<file path="src/rtl/qsc_pkg.sv">
package qsc_pkg;
  // Classification of one sampled phase transition
  typedef enum logic [1:0] {
    MOVE_NONE = 2'd0,
    MOVE_UP   = 2'd1,
    MOVE_DOWN = 2'd2,
    MOVE_BAD  = 2'd3
  } move_e;
endpackage

</file>
<file path="src/rtl/qsc_sync.sv">
module qsc_sync #(
  parameter int WIDTH  = 3,
  parameter int STAGES = 2
) (
  input  logic             clk,
  input  logic             rst,
  input  logic [WIDTH-1:0] d_i,
  output logic [WIDTH-1:0] q_o
);
  logic [WIDTH-1:0] stg [STAGES];

  always_ff @(posedge clk) begin
    if (rst) begin
      for (int i = 0; i < STAGES; i++) stg[i] <= '0;
    end else begin
      stg[0] <= d_i;
      for (int i = 1; i < STAGES; i++) stg[i] <= stg[i-1];
    end
  end

  assign q_o = stg[STAGES-1];
endmodule

</file>
<file path="src/rtl/qsc_phase_decode.sv">
module qsc_phase_decode
  import qsc_pkg::*;
(
  input  logic  clk,
  input  logic  rst,
  input  logic  a_i,
  input  logic  b_i,
  output move_e move_o
);
  logic [1:0] prev_q;
  logic [1:0] cur;

  assign cur = {a_i, b_i};

  always_ff @(posedge clk) begin
    if (rst) prev_q <= 2'b00;
    else     prev_q <= cur;
  end

  // Forward Gray order: 00 -> 10 -> 11 -> 01 -> 00
  always_comb begin
    unique case ({prev_q, cur})
      4'b00_10, 4'b10_11, 4'b11_01, 4'b01_00: move_o = MOVE_UP;
      4'b10_00, 4'b11_10, 4'b01_11, 4'b00_01: move_o = MOVE_DOWN;
      4'b00_11, 4'b11_00, 4'b01_10, 4'b10_01: move_o = MOVE_BAD;
      default:                                move_o = MOVE_NONE;
    endcase
  end
endmodule

</file>
<file path="src/rtl/qsc_wrap_pulse.sv">
module qsc_wrap_pulse #(
  parameter int WIDTH = 2
) (
  input  logic clk,
  input  logic rst,
  input  logic fire_i,
  output logic pulse_n_o
);
  localparam int CW = $clog2(WIDTH + 1);
  logic [CW-1:0] left_q;

  always_ff @(posedge clk) begin
    if (rst) begin
      left_q    <= '0;
      pulse_n_o <= 1'b1;
    end else if (fire_i) begin
      left_q    <= CW'(WIDTH - 1);
      pulse_n_o <= 1'b0;
    end else if (left_q != '0) begin
      left_q    <= left_q - 1'b1;
      pulse_n_o <= 1'b0;
    end else begin
      pulse_n_o <= 1'b1;
    end
  end
endmodule

</file>
<file path="src/rtl/quad_step_counter.sv">
module quad_step_counter
  import qsc_pkg::*;
#(
  parameter int CNT_W       = 8,
  parameter int PULSE_W     = 2,
  parameter int SYNC_STAGES = 2
) (
  input  logic             clk,
  input  logic             rst,
  input  logic             enc_a,
  input  logic             enc_b,
  input  logic             clr_in,
  output logic [CNT_W-1:0] count_o,
  output logic             step_o,
  output logic             dir_up_o,
  output logic             seq_err_o,
  output logic             carry_n_o,
  output logic             borrow_n_o
);
  localparam int          SYNC_W = 3;
  localparam logic [CNT_W-1:0] CNT_MAX = '1;

  logic [SYNC_W-1:0] raw_in;
  logic [SYNC_W-1:0] syn;
  logic              a_s, b_s, clr_s;
  move_e             mv;
  logic              up_ev, dn_ev;
  logic              carry_fire, borrow_fire;
  logic [CNT_W-1:0]  count_q;

  assign raw_in = {clr_in, enc_a, enc_b};

  qsc_sync #(.WIDTH(SYNC_W), .STAGES(SYNC_STAGES)) u_sync (
    .clk (clk),
    .rst (rst),
    .d_i (raw_in),
    .q_o (syn)
  );

  assign clr_s = syn[2];
  assign a_s   = syn[1];
  assign b_s   = syn[0];

  qsc_phase_decode u_dec (
    .clk    (clk),
    .rst    (rst),
    .a_i    (a_s),
    .b_i    (b_s),
    .move_o (mv)
  );

  always_comb begin
    up_ev       = (mv == MOVE_UP);
    dn_ev       = (mv == MOVE_DOWN);
    carry_fire  = up_ev && !clr_s && (count_q == CNT_MAX);
    borrow_fire = dn_ev && (clr_s || (count_q == '0));
  end

  always_ff @(posedge clk) begin
    if (rst) begin
      count_q   <= '0;
      step_o    <= 1'b0;
      dir_up_o  <= 1'b0;
      seq_err_o <= 1'b0;
    end else begin
      step_o    <= up_ev || dn_ev;
      seq_err_o <= (mv == MOVE_BAD);
      if (up_ev || dn_ev) dir_up_o <= up_ev;
      if (clr_s)      count_q <= '0;
      else if (up_ev) count_q <= count_q + 1'b1;
      else if (dn_ev) count_q <= count_q - 1'b1;
    end
  end

  assign count_o = count_q;

  qsc_wrap_pulse #(.WIDTH(PULSE_W)) u_carry (
    .clk       (clk),
    .rst       (rst),
    .fire_i    (carry_fire),
    .pulse_n_o (carry_n_o)
  );

  qsc_wrap_pulse #(.WIDTH(PULSE_W)) u_borrow (
    .clk       (clk),
    .rst       (rst),
    .fire_i    (borrow_fire),
    .pulse_n_o (borrow_n_o)
  );
endmodule

</file>
<file path="config.mk">
export PLATFORM = sky130hd
export DESIGN_NAME = quad_step_counter
export DESIGN_NICKNAME = d
export VERILOG_FILES = /design/src/rtl/qsc_pkg.sv /design/src/rtl/qsc_sync.sv /design/src/rtl/qsc_phase_decode.sv /design/src/rtl/qsc_wrap_pulse.sv /design/src/rtl/quad_step_counter.sv
export SDC_FILE = /design/constraint.sdc
export NUM_CORES = 1
export LEC_CHECK = 0
export ABC_CLOCK_PERIOD_IN_PS = 2680
export CORE_MARGIN = 2
export CORE_UTILIZATION = 54
export CTS_CLUSTER_SIZE = 28
export DETAILED_ROUTE_END_ITERATION = 12
export PLACE_DENSITY = 0.89
export SYNTH_ARGS = -nofsm -noshare
export SYNTH_HDL_FRONTEND = slang
export SYNTH_SLANG_ARGS = --single-unit
</file>
<file path="constraint.sdc">
create_clock -name clk -period 2.68 [get_ports clk]
set_input_delay 0.402 -clock clk [delete_from_list [all_inputs] [get_ports clk]]
set_output_delay 0.402 -clock clk [all_outputs]
set_load 0.02 [all_outputs]
</file>
==> results of run 1 <==
-- worst max path at each step --
| stage | depth (start not counted) | start | end |
|---|---|---|---|
| after floorplan | 13 | u_dec.prev_q[0]$_SDFF_PP0_ | count_o[4]$_SDFFE_PP0P_ |
| after global placement | 12 | u_sync.stg[0][3]$_SDFF_PP0_ | count_o[4]$_SDFFE_PP0P_ |
| after detailed placement | 13 | u_sync.stg[0][3]$_SDFF_PP0_ | count_o[6]$_SDFFE_PP0P_ |
| after CTS | 13 | u_sync.stg[0][3]$_SDFF_PP0_ | count_o[6]$_SDFFE_PP0P_ |
| after global routing | 12 | u_sync.stg[0][4]$_SDFF_PP0_ | count_o[4]$_SDFFE_PP0P_ |
| final | 12 | u_sync.stg[0][3]$_SDFF_PP0_ | count_o[4]$_SDFFE_PP0P_ |
-- final cells by class --
| type | count | area share |
|---|---|---|
| multi-input combinational | 124 | 0.511 |
| inverter | 10 | 0.0220 |
| clock buffer | 4 | 0.0154 |
| tap | 30 | 0.0220 |
| timing repair buffer | 25 | 0.135 |
| sequential | 25 | 0.295 |
-- synth_stat cells (3+ instances only) --
library cell / instances
a31oi_1: 3
ha_1: 9
nand2_1: 8
nor2b_1: 9
dfxtp_1: 25
nor3_1: 5
a21oi_1: 13
clkbuf_1: 6
mux2i_1: 4
buf_2: 3
a21o_1: 4
xor2_1: 5
inv_1: 10
nand3_1: 6
nor2_1: 16
xnor2_1: 3
and3_1: 3
-- state kept, by name, summed over array words and instances (netlist names) --
signal	count
u_carry.left_q	2
u_borrow.left_q	2
u_dec.prev_q	2
seq_err_o	1
count_o	8
step_o	1
u_borrow.pulse_n_o	1
u_carry.pulse_n_o	1
u_sync.stg	6
dir_up_o	1
-- power by group through the flow --
stage                     registers [mW]  clock network [mW]  logic [mW]
after CTS                          0.513               0.167       0.570
after detailed placement           0.522                   0       0.568
after global routing               0.529               0.186       0.632
after global placement             0.517                   0       0.547
final                              0.515               0.158       0.571
after floorplan                    0.543                   0       0.365
-- critical path: cells and delay by family (launching register included) --
family,cells,cell delay (ns)
AOI/OAI and AO/OA,5,0.85
xor gates and xnor gates,2,0.34
adders and majority gates,2,0.44
buffers and inverters,2,0.24
DFF,1,0.38
and+or+nand+nor,1,0.14
-- cells in the final DEF (no fill, tap or decap), types with 2 or more instances in the layout --
master / n
a21o_1: 4
a21oi_1: 12
a31oi_1: 3
and3_1: 3
buf_4: 8
clkbuf_4: 3
clkdlybuf4s50_1: 17
dfxtp_1: 23
dfxtp_2: 2
ha_1: 9
inv_1: 10
mux2i_1: 4
nand2_1: 8
nand2b_1: 2
nand3_1: 6
nor2_1: 16
nor2b_1: 9
nor3_1: 5
nor4_1: 2
o21ai_0: 2
o21bai_1: 2
o31ai_1: 2
or3_1: 2
xnor2_1: 2
xnor2_2: 2
xor2_1: 5
xor2_2: 2
-- kinds of logic after synthesis --
kind of cell	after synthesis
AND/OR/NAND/NOR	60
AO/OA/AOI/OAI	40
flip-flops	25
buffers and inverters	20
XOR/XNOR	11
adder cells (fa/ha/maj)	9
multiplexers	4
-- layer usage --
| metal | vias to the layer above | track usage | part of all wire | wire [um] |
|---|---|---|---|---|
| met5 | - | 0 | 0 | 0 |
| li1 | 635 | - | - | - |
| met4 | 0 | 0.0488 | 0.010 | 29 |
| met1 | 578 | 0.254 | 0.41 | 1200 |
| met3 | 7 | 0.0488 | 0.077 | 224 |
| met2 | 59 | 0.327 | 0.50 | 1450 |
-- what timing repair did --
item / CTS / global route
setup endpoints to repair: 0 / 4
gates resized for setup: 0 / 4
endpoints found under the hold margin: 0 / 0
buffers inserted: 0 / 0
==> results.toml, run 1 <==
[outcome]
status = "finished clean"

[placement]
port_buffers = 17
dp_cells = 214
dp_slack_ns = 0.112
place_hpwl_mm = 2.26
place.gp.congestion = 0.940
placed_cell_area_sq_um = 1670

[clock_network]
clk_pin_slew_ns = 0.12
cts_hold_buf = 0
cts-buffers-inserted = 3
clock_latency_ns = 0.31
cts_root_buffer = "clkbuf_4"
cts_tree = "yes"
cts_sinks = 25
cts_buffer_depth = 2
cts-htree-levels = 1

[detailed_routing]
viasPerCell = 5.87
vias = 1279
ant_nets = 0
drcViolationCount = 0
wl_per_cell_um = 13.3
routed_wl_mm = 2.90
drt_first_pass_iters = 4
drtIter0Drc = 58

[layout]
synthToLayoutAreaGrowth_pct = 18.2
antenna_cells = 0
regArea_sq_um = 503
multi_input_area_sq_um = 873
postLayoutCoreUtil = 0.683
fin_cells = 218
nets = 203
drive_above_1_share = 0.117
num-fill-cells = 188
fin_area_sq_um = 1710

[critical_path]
rrSetupSlack_ns = 0.20
rr_endpoint = "count_o[4]$_SDFFE_PP0P_"
worstSetupPathType = "reg2reg"
required_ns = 2.90
cp-end-kind = "flop"
crit_fanout = 11
start_kind = "flop"
rr_startpoint = "u_sync.stg[0][3]$_SDFF_PP0_"
crit_top_cell = "ha_1"
cp.arrival_ns = 2.70
rr_worst_depth = 12
crit_chain = "nor2_1 > a21oi_1 > a21oi_2 > inv_1 > ha_1 > buf_4 > xnor2_2 > ha_1 > a211o_1 > a31oi_1 > xor2_1 > o31ai_1"
cpPeakStageDelay_ns = 0.38
crit_slowest_cell = "dfxtp_2"

[min_path]
min_path_cells = 1
worstHoldStart = "u_sync.stg[0][0]$_SDFF_PP0_"
worstHoldPathType = "reg2reg"
hold_path_end = "u_sync.stg[0][3]$_SDFF_PP0_"

[die]
die_w_um = 55.7
die_height_um = 55.7
row_count = 18
dieArea_sq_um = 3110
ios = 18
start_util = 0.578
core_area_sq_um = 2500

[synth]
synth_top_family_by_area = "simple AND/OR/NAND/NOR gates"
synth.largest_area_cell = "dfxtp_1"
ys_seq_elements = 25
synth_compound_area_frac = 0.191
muxShareOfSynthArea = 0.0277
syn_nets = 183
synth_xor_area_frac = 0.0823
synthSimpleGateAreaFrac = 0.217
async_flop_share = 0
syn_area_per_cell_sq_um = 8.55
ys.flop_type = "dfxtp_1"
syn_area_sq_um = 1450
ys_warn_count = 0
synth_top_area_share = 0.346
synth_fa_ha_area_frac = 0.0779
synth_edf_count = 0
yosysSeqAreaShare = 0.346
ys_types = 47
syn_inst = 169
synth_area_leaders = "dfxtp_1, ha_1, a21oi_1, nor2_1, nor2b_1"

[grt]
grt_overflow = 0
grt_pass1_wl_mm = 4.92
grt.total_usage = 0.196
grt_start_max_net_pins = 19
first_global_vias = 1091
grt_antenna_before_repair = 0

[sta]
setup_ws_ns = 0.198
setup-tns-final_ns = 0
setup_viol = 0
whs_ns = 0.451
final_hold_viol_count = 0
rsz0062_at_grt = "no"
worst_slew_pin_slew_ns = 0.428
min_period_ns = 2.48
slew_violations = 0
slew_headroom = 0.707
fin_skew_ns = 0.00670
post-route-period-util = 0.926
fmax_mhz = 403

[pwr]
switching_share = 0.381
ir_worst_vdd_uv = 623
netSwitchingPower_uw = 475
clkPwrFrac = 0.127
p_leak_nw = 0.687
p_seq_frac = 0.414
pwr-share-comb = 0.459
internal_power_uw = 770
power_density_nw_per_um2 = 729
total_power_mw = 1.24

[run]
drv_cap = 0
Power figures use the tool's default switching activity.
==> inputs of run 2 (changes only) <==
- ABC_CLOCK_PERIOD_IN_PS: 2680 -> 2800
- clock period: 2.68 -> 2.8 ns (I/O delays scaled with it)
==> run 2 against run 1 <==
Effect of this change: sequential cell count did not move; clock skew rose by 0.0010 ns; cell area decreased by 1.5%; highest routed layer unchanged.
==> results.toml, run 2 (synthesis gave the netlist of run 1 again) <==
[placement]
dp_slack_ns = 0.154
placed_cell_area_sq_um = 1650
port_buffers = 17
place.gp.congestion = 0.971
dp_cells = 211
place_hpwl_mm = 2.41

[grt]
grt.total_usage = 0.205
first_global_vias = 1194
grt_start_max_net_pins = 17
grt_overflow = 0
grt_pass1_wl_mm = 5.18
grt_antenna_before_repair = 0

[clock_network]
clock_latency_ns = 0.31
cts_buffer_depth = 2
cts_sinks = 25
cts_root_buffer = "clkbuf_4"
cts-htree-levels = 1
cts-buffers-inserted = 3
clk_pin_slew_ns = 0.12
cts_tree = "yes"
post_cts_buffers = 0
cts_hold_buf = 0

[detailed_routing]
drtIter0Drc = 43
wl_per_cell_um = 14.3
vias = 1276
drt_first_pass_iters = 4
routed_wl_mm = 3.07
ant_nets = 0
drcViolationCount = 0
viasPerCell = 5.93

[critical_path]
rrSetupSlack_ns = 0.24
crit_chain = "nor2_1 > nor3_1 > a21oi_2 > ha_1 > buf_4 > xnor2_1 > ha_1 > nor2_1 > o21bai_1 > a31oi_1 > xor2_1 > o31ai_1"
cp.arrival_ns = 2.79
rr_startpoint = "u_dec.prev_q[0]$_SDFF_PP0_"
crit_slowest_cell = "dfxtp_2"
required_ns = 3.04
cpPeakStageDelay_ns = 0.46
cp-end-kind = "flop"
cp-startpoint = "u_dec.prev_q[0]$_SDFF_PP0_"
start_kind = "flop"
worstSetupPathType = "reg2reg"
crit_fanout = 11

[sta]
setup_ws_ns = 0.243
setup_viol = 0
final_hold_viol_count = 0
worst_slew_pin_slew_ns = 0.458
rsz0062_at_grt = "no"
post-route-period-util = 0.913
fmax_mhz = 391
whs_ns = 0.450
min_period_ns = 2.56
slew_violations = 0
slew_headroom = 0.695
fin_skew_ns = 0.00774
setup-tns-final_ns = 0

[layout]
antenna_cells = 0
fin_cells = 215
most-common-layout-cells = "dfxtp_1, clkdlybuf4s50_1, nor2_1"
drive_above_1_share = 0.108
fin_area_sq_um = 1680
synthToLayoutAreaGrowth_pct = 16.4
num-fill-cells = 211
nets = 200
final_common_cell = "dfxtp_1"
largest_reg_flops = 8
postLayoutCoreUtil = 0.673

[run]
drv_cap = 0

[pwr]
total_power_mw = 1.19
ir_worst_vdd_uv = 542
power_density_nw_per_um2 = 708
p_leak_nw = 0.670

[die]
die_w_um = 55.7
core_area_sq_um = 2500
row_count = 18
dieArea_sq_um = 3110
die_height_um = 55.7
start_util = 0.578
ios = 18

[min_path]
worstHoldPathType = "reg2reg"
worstHoldStart = "u_sync.stg[0][1]$_SDFF_PP0_"

[outcome]
status = "finished clean"
## run 2: path summary, 6_finish.rpt
kind | end | depth (start not counted)
max | count_o[6]$_SDFFE_PP0P_ | 12
min | u_sync.stg[0][4]$_SDFF_PP0_ | 1
max reg2reg | count_o[6]$_SDFFE_PP0P_ | 12
min reg2reg | u_sync.stg[0][4]$_SDFF_PP0_ | 1
## run 2: repair_timing
item | in CTS | in global routing
gates resized for setup | 0 | 5
setup endpoints to repair | 0 | 5
endpoints found under the hold margin | 0 | 0
## run 2: critical path: cells and delay by family (launching register included)
kind / cells / cell delay (ns)
AOI/OAI and AO/OA: 4 / 0.59
xor gates and xnor gates: 2 / 0.37
adders and majority gates: 2 / 0.46
buffers and inverters: 1 / 0.18
DFF: 1 / 0.46
and+or+nand+nor: 3 / 0.41
## run 2: area by class of cell
class | count | area, sq um | area share
tap | 30 | 37.5 | 0.0223
inverter | 10 | 37.5 | 0.0223
sequential | 25 | 504 | 0.300
timing repair buffer | 22 | 208 | 0.123
multi-input combinational | 124 | 870 | 0.517
clock buffer | 4 | 26.3 | 0.0156
## run 2: per-layer routing
metal / global-route usage / up-vias / routed length, um
met1: 0.259 / 586 / 1320
met4: 0.0697 / 0 / 44
li1: - / 629 / -
met2: 0.340 / 53 / 1510
met5: 0 / - / 0
met3: 0.0488 / 8 / 204
## run 2: power by group
group	total, mW	switching (mW)	leakage [nW]	internal (mW)
combinational	0.545	0.291	0.448	0.254
clock	0.153	0.0971	0.0150	0.0557
sequential	0.493	0.0705	0.207	0.423
==> inputs of run 3 (changes only) <==
- CORE_ASPECT_RATIO: default -> 1.5
- REMOVE_ABC_BUFFERS: default -> 1
==> run 3 against run 2 <==
Effect of this change: total power up 7.0%; clock-buffer cell count down 1; highest routed layer unchanged; via count up 1.7%; first-iteration DRC count up 16%; critical endpoint is now count_o[4]$_SDFFE_PP0P_; sequential cell count unchanged.
==> results.toml, run 3 (synthesis gave the netlist of run 1 again) <==
[pwr]
ir_worst_vdd_uv = 581
internal_power_uw = 779
p_seq_frac = 0.389
switching_share = 0.389
total_power_mw = 1.28
netSwitchingPower_uw = 496
clkPwrFrac = 0.170
p_leak_nw = 0.677
power_density_nw_per_um2 = 747
pwr-share-comb = 0.442

[sta]
worst_slew_pin_slew_ns = 0.599
fmax_mhz = 380
setup_viol = 0
slew_violations = 0
fin_skew_ns = 0.00395
min_period_ns = 2.63
slew_headroom = 0.599
post-route-period-util = 0.939
final_hold_viol_count = 0

[die]
core_area_sq_um = 2620
start_util = 0.552
row_count = 23
die_w_um = 46.2
dieArea_sq_um = 3110
die_height_um = 67.4
ios = 18

[placement]
port_buffers = 17
placed_cell_area_sq_um = 1650
place_hpwl_mm = 2.54
place.gp.congestion = 0.946

[clock_network]
clock_latency_ns = 0.28
cts_buffer_depth = 2
cts_root_buffer = "clkbuf_8"
clk_pin_slew_ns = 0.08
cts-htree-levels = 1
cts_sinks = 25
cts_tree = "yes"
cts-buffers-inserted = 3
cts_hold_buf = 0

[run]
drv_cap = 0

[grt]
grt_pass1_wl_mm = 5.72
first_global_vias = 1329
grt_start_max_net_pins = 20
grt_overflow = 0
grt.total_usage = 0.254
grt_antenna_before_repair = 0

[critical_path]
cp-startpoint = "u_sync.stg[0][3]$_SDFF_PP0_"
required_ns = 2.97
crit_chain = "nor2_1 > a21oi_1 > a21oi_2 > inv_1 > ha_1 > buf_4 > xnor2_2 > ha_1 > a211o_1 > a31oi_1 > xor2_1 > o31ai_1"
cp.arrival_ns = 2.80
start_kind = "flop"
rr_startpoint = "u_sync.stg[0][3]$_SDFF_PP0_"
cpPeakStageDelay_ns = 0.39
cp-end-kind = "flop"
worstSetupPathType = "reg2reg"
crit_slowest_cell = "dfxtp_1"
crit_fanout = 11
crit_top_cell = "ha_1"

[layout]
drive_above_1_share = 0.103
antenna_cells = 0
num-fill-cells = 198
most-common-layout-cells = "dfxtp_1, clkdlybuf4s50_1, nor2_1"
largest_reg_flops = 8
nets = 199
synthToLayoutAreaGrowth_pct = 18.1
fin_area_sq_um = 1710
final_common_cell = "dfxtp_1"
postLayoutCoreUtil = 0.652

[detailed_routing]
drtIter0Drc = 50
drcViolationCount = 0
wl_per_cell_um = 15.7
vias = 1298
routed_wl_mm = 3.47
drt_first_pass_iters = 5
viasPerCell = 5.87
ant_nets = 0

[min_path]
worstHoldPathType = "reg2reg"
worstHoldStart = "u_sync.stg[0][1]$_SDFF_PP0_"

[outcome]
status = "finished clean"
run 3: layout make-up:
type / count / area [sq um] / share of cell area
Tap cell: 37 / 46.3 / 0.0271
Sequential cell: 25 / 503 / 0.295
Clock inverter: 1 / 5.00 / 0.00293
Clock buffer: 3 / 41.3 / 0.0242
Multi-Input combinational cell: 124 / 873 / 0.512
Timing Repair Buffer: 21 / 200 / 0.117
Inverter: 10 / 37.5 / 0.0220
run 3: per-stage QoR:
stage / hold WS [ns] / cells / setup TNS [ns] / setup slack (ns)
3_3_place_gp: 0.423 / 217 / 0 / 0.178
3_5_place_dp: 0.450 / 217 / 0 / 0.0776
4_1_cts: 0.464 / 221 / 0 / 0.0382
2_1_floorplan: 0.414 / 159 / 0 / 0.108
5_1_grt: 0.469 / 221 / -0.121 / -0.0528
6_report: 0.458 / 221 / 0 / 0.171
run 3: repair_timing:
action	in CTS	in global routing
resized for setup	0	4
setup buffers	0	0
endpoints found under the setup margin	0	5
run 3: final timing paths:
check	end	slack, ns	depth (start not counted)
worst max-delay path	count_o[4]$_SDFFE_PP0P_	0.17	12
worst min-delay path	u_sync.stg[0][4]$_SDFF_PP0_	0.46	1
worst max register to register	count_o[4]$_SDFFE_PP0P_	0.17	12
worst min register to register	u_sync.stg[0][4]$_SDFF_PP0_	0.46	1
run 3: metal layers:
| layer | global-route usage | share of wire | vias to the layer above |
|---|---|---|---|
| li1 | - | - | 625 |
| met4 | 0.179 | 0.046 | 0 |
| met3 | 0.0374 | 0.047 | 20 |
| met5 | 0 | 0 | - |
| met1 | 0.285 | 0.38 | 595 |
| met2 | 0.422 | 0.52 | 58 |
run 3: power groups by stage:
stage          clock, mW  combinational (mW)  sequential [mW]
3_5_place_dp           0               0.553            0.500
3_3_place_gp           0               0.520            0.498
5_1_grt            0.237               0.621            0.502
2_1_floorplan          0               0.335            0.527
6_report           0.216               0.563            0.495
4_1_cts            0.222               0.558            0.492
run 3: worst max-delay path, delay by kind of cell (launching register included):
kind	cells	cell delay, ns
xor+xnor	2	0.35
simple gates	1	0.18
fa+ha+maj	2	0.46
flops	1	0.39
buf+inv	2	0.25
compound gates	5	0.89
